`config.mk`:
```
export PLATFORM = sky130hd
export DESIGN_NAME = glsts_status
export DESIGN_NICKNAME = d
export VERILOG_FILES = /design/src/rtl/glsts_pkg.sv /design/src/rtl/glsts_w1c_bit.sv /design/src/rtl/glsts_wr_decode.sv /design/src/rtl/glsts_slot_cap.sv /design/src/rtl/glsts_status.sv
export SDC_FILE = /design/constraint.sdc
export NUM_CORES = 1
export LEC_CHECK = 0
export BUFFER_PORTS_ARGS = -buffer_cell sky130_fd_sc_hd__buf_2
export CAP_MARGIN = 25
export CELL_PAD_IN_SITES_DETAIL_PLACEMENT = 0
export CELL_PAD_IN_SITES_GLOBAL_PLACEMENT = 1
export CORE_MARGIN = 3
export CORE_UTILIZATION = 18
export DETAILED_ROUTE_END_ITERATION = 8
export PLACE_DENSITY = 0.9
export SYNTH_ARGS = -nofsm -noshare
export SYNTH_HDL_FRONTEND = slang
export SYNTH_SLANG_ARGS = --single-unit
```
`constraint.sdc`:
```
create_clock -name clk -period 1.4 [get_ports clk]
set_input_delay 0.28 -clock clk [delete_from_list [all_inputs] [get_ports clk]]
set_output_delay 0.28 -clock clk [all_outputs]
set_load 0.01 [all_outputs]
```
`src/rtl/glsts_pkg.sv`:
```
package glsts_pkg;
    localparam int REG_W      = 16;
    localparam int BE_W       = REG_W / 8;
    localparam int N_SDIN     = 2;
    localparam int NIB_W      = 4;
    localparam int DISP_W     = NIB_W - 1;

    // bit positions decoded by software
    localparam int P_RCS      = 15;
    localparam int P_DISP_LO  = 12;
    localparam int P_RES_LO   = 10;
    localparam int P_RDY_LO   = 8;
    localparam int P_MIC      = 7;
    localparam int P_PCMO     = 6;
    localparam int P_PCMI     = 5;
    localparam int P_MDMO     = 2;
    localparam int P_MDMI     = 1;
    localparam int P_GPI      = 0;

    localparam int N_STICKY   = 4;

    // position of each sticky bit, index order gpi, res0, res1, rcs
    function automatic int sticky_pos(input int k);
        case (k)
            0:       return P_GPI;
            1:       return P_RES_LO;
            2:       return P_RES_LO + 1;
            default: return P_RCS;
        endcase
    endfunction

    localparam logic [REG_W-1:0] W1C_BITS =
        (REG_W'(1) << P_RCS) | (REG_W'(3) << P_RES_LO) | (REG_W'(1) << P_GPI);
endpackage

```
`src/rtl/glsts_w1c_bit.sv`:
```
module glsts_w1c_bit (
    input  logic clk,
    input  logic rst_n,
    input  logic set,
    input  logic clr,
    output logic q
);
    always_ff @(posedge clk) begin
        if (!rst_n)   q <= 1'b0;
        else if (set) q <= 1'b1;   // event beats software clear
        else if (clr) q <= 1'b0;
    end
endmodule

```
`src/rtl/glsts_wr_decode.sv`:
```
module glsts_wr_decode
    import glsts_pkg::*;
(
    input  logic             bus_wr,
    input  logic             bus_xdw,
    input  logic [BE_W-1:0]  bus_be,
    input  logic [REG_W-1:0] bus_wdata,
    output logic [REG_W-1:0] clr_mask
);
    logic wr_ok;
    assign wr_ok = bus_wr && !bus_xdw;

    for (genvar i = 0; i < REG_W; i++) begin : g_lane
        assign clr_mask[i] = wr_ok && bus_be[i/8] && bus_wdata[i] && W1C_BITS[i];
    end
endmodule

```
`src/rtl/glsts_slot_cap.sv`:
```
module glsts_slot_cap
    import glsts_pkg::*;
(
    input  logic              clk,
    input  logic              rst_n,
    input  logic              pwr_rst_n,
    input  logic              vld,
    input  logic [NIB_W-1:0]  nib,
    output logic [DISP_W-1:0] disp,
    output logic              gpi_set
);
    always_ff @(posedge clk) begin
        if (!rst_n || !pwr_rst_n) disp <= '0;
        else if (vld)             disp <= nib[NIB_W-1:1];
    end

    assign gpi_set = vld && nib[0];
endmodule

```
`src/rtl/glsts_status.sv`:
```
module glsts_status
    import glsts_pkg::*;
(
    input  logic              clk,
    input  logic              rst_n,
    input  logic              pwr_rst_n,
    input  logic              rd_timeout,
    input  logic [N_SDIN-1:0] resume_evt,
    input  logic [N_SDIN-1:0] codec_rdy,
    input  logic [NIB_W-1:0]  slot12_nib,
    input  logic              slot12_vld,
    input  logic              int_mic_in,
    input  logic              int_pcm_out,
    input  logic              int_pcm_in,
    input  logic              int_modem_out,
    input  logic              int_modem_in,
    input  logic              bus_wr,
    input  logic              bus_xdw,
    input  logic [BE_W-1:0]   bus_be,
    input  logic [REG_W-1:0]  bus_wdata,
    output logic [REG_W-1:0]  status
);
    logic [REG_W-1:0]    clr_mask;
    logic [DISP_W-1:0]   disp;
    logic                gpi_set;
    logic [N_STICKY-1:0] set_vec;
    logic [N_STICKY-1:0] sticky_q;

    glsts_wr_decode u_dec (
        .bus_wr    (bus_wr),
        .bus_xdw   (bus_xdw),
        .bus_be    (bus_be),
        .bus_wdata (bus_wdata),
        .clr_mask  (clr_mask)
    );

    glsts_slot_cap u_slot (
        .clk       (clk),
        .rst_n     (rst_n),
        .pwr_rst_n (pwr_rst_n),
        .vld       (slot12_vld),
        .nib       (slot12_nib),
        .disp      (disp),
        .gpi_set   (gpi_set)
    );

    assign set_vec = {rd_timeout, resume_evt[1], resume_evt[0], gpi_set};

    // sticky bits use the main reset only
    for (genvar k = 0; k < N_STICKY; k++) begin : g_sticky
        glsts_w1c_bit u_bit (
            .clk   (clk),
            .rst_n (rst_n),
            .set   (set_vec[k]),
            .clr   (clr_mask[sticky_pos(k)]),
            .q     (sticky_q[k])
        );
    end

    always_comb begin
        status = '0;
        for (int k = 0; k < N_STICKY; k++) status[sticky_pos(k)] = sticky_q[k];
        status[P_DISP_LO +: DISP_W] = disp;
        status[P_RDY_LO  +: N_SDIN] = codec_rdy;
        status[P_MIC]  = int_mic_in;
        status[P_PCMO] = int_pcm_out;
        status[P_PCMI] = int_pcm_in;
        status[P_MDMO] = int_modem_out;
        status[P_MDMI] = int_modem_in;
    end
endmodule

```
## Word-level counts from Yosys, hierarchy flattened

Index checks and enable logic that the tools add are counted.

| cells by class | value |
|---|---|
| muxes and demuxes | 8 |
| reduce and logical (&&, ||, !) cells | 16 |

Operators by type and width:

| operator | number |
|---|---|
| $logic_and A1 B1 Y1 | 8 |
| $mux W1 | 8 |
| $reduce_bool A2 Y1 | 4 |
| $logic_not A1 Y1 | 3 |
| $logic_or A1 B1 Y1 | 1 |

| word-level totals | value |
|---|---|
| input bits | 38 |
| register bits after elaboration | 7 |
| output and inout port bits | 16 |
| word-level logic and storage cells | 29 |

## Longest topological paths before layout

| logic depth | value |
|---|---|
| depth in word-level cells | 6 |
| gate-level depth with buffers | 2 |
| depth with buffers taken out | 2 |

## Hierarchy

A second synthesis with hierarchy kept.

| unflattened totals | value |
|---|---|
| cells, all modules | 50 |
| area total of the unflattened synthesis | 483.0 µm² |

By module, submodules not included:

| module | times used | area an instance (µm²) | cells each |
|---|---|---|---|
| glsts_w1c_bit | 4 | 41.3 | 3 |
| glsts_wr_decode | 1 | 133.9 | 17 |
| glsts_slot_cap | 1 | 112.6 | 11 |
| glsts_status | 1 | 71.3 | 10 |

## Least setup slack after synthesis

OpenSTA, ideal clock, no wires.

| path | value |
|---|---|
| kind | input -> register |
| start point | in bus_xdw |
| end point | reg g_sticky[1].u_bit.q |
| setup slack | 703 ps |
| stages | 2 |
| arrival time | 575 ps |
| buffers on the path | 0 |
| library setup time | 122 ps |
| data required time | 1,278 ps |
| path through | and3b_1 -> a31oi_1 |

| between the ends | value |
|---|---|
| cells in the longest elaborated chain, start to end | 5 |

Ends and longest elaborated chain:

| element | RTL line | RTL |
|---|---|---|
| start, declared | glsts_status.sv:18 | `input logic bus_xdw,` |
| $logic_not A1 Y1 | glsts_wr_decode.sv:11 | `assign wr_ok = bus_wr && !bus_xdw;` |
| $logic_and A1 B1 Y1 | glsts_wr_decode.sv:11 |  |
| $logic_and A1 B1 Y1 | -- |  |
| $logic_and A1 B1 Y1 | glsts_wr_decode.sv:14 | `assign clr_mask[i] = wr_ok && bus_be[i/8] && bus_wdata[i] && W1C_BITS[i];` |
| $reduce_bool A2 Y1 (no line) | -- |  |
| end signal, assigned | glsts_w1c_bit.sv:9 | `if (!rst_n) q <= 1'b0;` |
| end signal, assigned | glsts_w1c_bit.sv:10 | `else if (set) q <= 1'b1;` |
| end signal, assigned | glsts_w1c_bit.sv:11 | `else if (clr) q <= 1'b0;` |
| end, declared | glsts_w1c_bit.sv:6 | `output logic q` |

No other way between the ends.
A chain may end at the register's enable or synchronous reset.

## Worst setup path after layout

| path | value |
|---|---|
| start point | reg u_slot.disp[1] |
| end point | out status[13] |

RTL lines:

| element | RTL line | RTL |
|---|---|---|
| start, declared | glsts_slot_cap.sv:9 | `output logic [DISP_W-1:0] disp,` |
| start signal, assigned | glsts_slot_cap.sv:14 | `else if (vld) disp <= nib[NIB_W-1:1];` |
| end, declared | glsts_status.sv:21 | `output logic [REG_W-1:0] status` |

No word-level cell between the ends.

==> flow_summary.json <==
{
  "fin_crit_ns": 0.9838,
  "die_y_um": 50.98,
  "cts_max_path_buffers": 2,
  "cp_slowest_cell": "dfxtp_1",
  "peakVddDrop_mv": 0.3431,
  "min_from": "bus_wdata[11]",
  "finalWeightedCongestion": 0.6199,
  "p_per_area_nw_per_um2": 1019,
  "dr_total_vias": 313,
  "setup_viol": 0,
  "rsz0062_at_grt": "false",
  "tns_ns": 0,
  "rrSetupSlack_ns": 0.77,
  "cts_buffers": 3,
  "drt_pass1_iterations": 4,
  "synth_area_um2": 364.1,
  "final_util_pct": 24.88,
  "r2r-end": "g_sticky[2].u_bit.q",
  "syn2layout_area_growth_pct": 24.40,
  "path_max_fanout": 2,
  "postRouteAntennaNets": 0,
  "ctsHoldBuffers": 0,
  "synth_cell_types": 13,
  "grt_use_total_pct": 6.707,
  "yosys.area_share.simple_pct": 11.68,
  "synth_top_area_share_pct": 38.49,
  "routed_wl_um": 791,
  "cp.depth": 1,
  "synth_area_per_cell_um2": 8.669,
  "hold_violations": 0,
  "ys_ff_latch": 7,
  "p_leak_nw": 0.2498,
  "path_cells": "buf_2",
  "clkTransAtPathRegs_ns": 0.05,
  "grt_max_degree": 7,
  "synthXorXnorAreaFrac_pct": 0,
  "cts_resized": 0,
  "fin_hold_ws_ns": 0.2298,
  "finalNonFillerCells": 84,
  "ios": 54,
  "skew_ns": 0,
  "die_w_um": 50.98,
  "max_clock_freq_mhz": 1016,
  "yosysTopAreaCell": "dfxtp_1",
  "start_util_pct": 20.00,
  "nets": 98,
  "ys_seq_area_share_pct": 38.49,
  "synthAdderAreaFrac_pct": 0,
  "grt_pass1_vias": 316,
  "dp.cells": 80,
  "yosys_warnings": 0,
  "cts_sinks": 7,
  "holdPathEnd": "g_sticky[2].u_bit.q",
  "clk_latency_ns": 0.24,
  "rr_worst_depth": 2,
  "path_delay_family": "flip-flops",
  "cts_tree": "yes",
  "buffer_ports.inserted": 25,
  "dieArea_um2": 2598,
  "final_max_slew_viol_count": 0,
  "drt-initial-drc-count": 4,
  "via_per_inst": 3.726,
  "synth_mux_area_share_pct": 8.247,
  "synth.area.top_cells": "dfxtp_1 (38%), buf_4 (27%), mux2i_1 (8.2%), a31oi_1 (5.2%), o21ai_0 (4.1%)",
  "worst-endpoint-arrival_ns": 0.70,
  "grt_pass1_wl_mm": 1.262,
  "max_stage_delay_ns": 0.33,
  "path_buf_inv": 1,
  "syn_inst": 42,
  "drive_above_1_share_pct": 47.46,
  "root_buffer": "clkbuf_4",
  "min_delay_path_depth": 2,
  "layout.filler_cells": 221,
  "outcome": "finished, final reports clean",
  "critPathLaunchType": "flop",
  "drc": 0,
  "criticalPathCategory": "reg -> out",
  "row_count": 15,
  "required_ns": 1.12,
  "grt-ovfl-total": 0,
  "synth-compound-area-share_pct": 10.65,
  "htreeDepth": 1,
  "r2r_start": "g_sticky[2].u_bit.q",
  "synth_top_family_by_area": "buffers and inverters",
  "diodes": 0,
  "core_um2": 1821,
  "maxCapViolations": 0,
  "hold_path_class": "in -> reg",
  "cp-end-kind": "primary output",
  "cts_setup_buffers": 0,
  "wl_per_cell_um": 9.417,
  "period_share_pct": 70.27,
  "antenna_found_initial": 0
}
[layer usage]
metal	GRT usage [%]	up-vias	share of wire (%)
met1	6.360	148	35
li1	-	158	-
met4	1.794	0	0
met5	0	-	0
met2	11.80	7	57
met3	4.373	0	8.3
[cells by family after synthesis]
| family | count (synthesis) |
|---|---|
| and+or+nand+nor | 8 |
| other | 1 |
| muxes | 3 |
| buffers and inverters | 16 |
| DFF | 7 |
| AOI/OAI and AO/OA | 7 |
[synth_stat cells]
cell type   n
buf_4      13
dfxtp_1     7
a31oi_1     3
inv_1       3
mux2i_1     3
nor2_1      3
o21ai_0     3
nand2_1     2
and3b_1     1
and4b_1     1
conb_1      1
nand3_1     1
o21ai_1     1
[worst max-delay path by stage]
stage,start,to,slack [ns]
4_1_cts,u_slot.disp[2],status[14],0.40
2_1_floorplan,bus_xdw,g_sticky[1].u_bit.q,0.70
5_1_grt,u_slot.disp[1],status[13],0.35
3_5_place_dp,bus_xdw,g_sticky[1].u_bit.q,0.53
3_3_place_gp,bus_xdw,g_sticky[3].u_bit.q,0.54
6_report,u_slot.disp[1],status[13],0.42
[metrics by stage]
stage / instance area, um^2 / total power, mW / setup slack (ns)
2_1_floorplan: 367.9 / 0.2831 / 0.7029
3_3_place_gp: 426.7 / 0.2878 / 0.5415
3_5_place_dp: 426.7 / 0.2901 / 0.5300
4_1_cts: 452.9 / 0.4720 / 0.3994
5_1_grt: 452.9 / 0.5016 / 0.3532
6_report: 452.9 / 0.4613 / 0.4162
[sequential cells by signal, summed over array words and instances, names as in the netlist]
signal / count
u_slot.disp: 3
g_sticky.u_bit.q: 4
[layout by cell type (no fill, tap or decap)]
master,instances
and4b_1,1
and3b_1,1
nand2_1,2
o21ai_1,1
clkbuf_1,1
mux2i_1,3
a31oi_1,3
dfxtp_1,7
o21ai_0,3
nand3_1,1
inv_1,3
buf_2,25
nor2_1,3
conb_1,2
clkbuf_4,3
[power by group]
part | internal, mW | switching, mW
clock | 0.108 | 0.0680
sequential | 0.211 | 0.00462
combinational | 0.0362 | 0.0329
[final cells by class]
| type | count | area [um^2] | share of cell area (%) |
|---|---|---|---|
| repair buffers | 25 | 125.1 | 27.62 |
| clock buffers | 4 | 26.28 | 5.801 |
| multi-input cells | 20 | 118.9 | 26.24 |
| flip-flops and latches | 7 | 140.1 | 30.94 |
| well taps | 25 | 31.28 | 6.906 |
| inverters | 3 | 11.26 | 2.486 |
(Power assumes the default switching activity.)
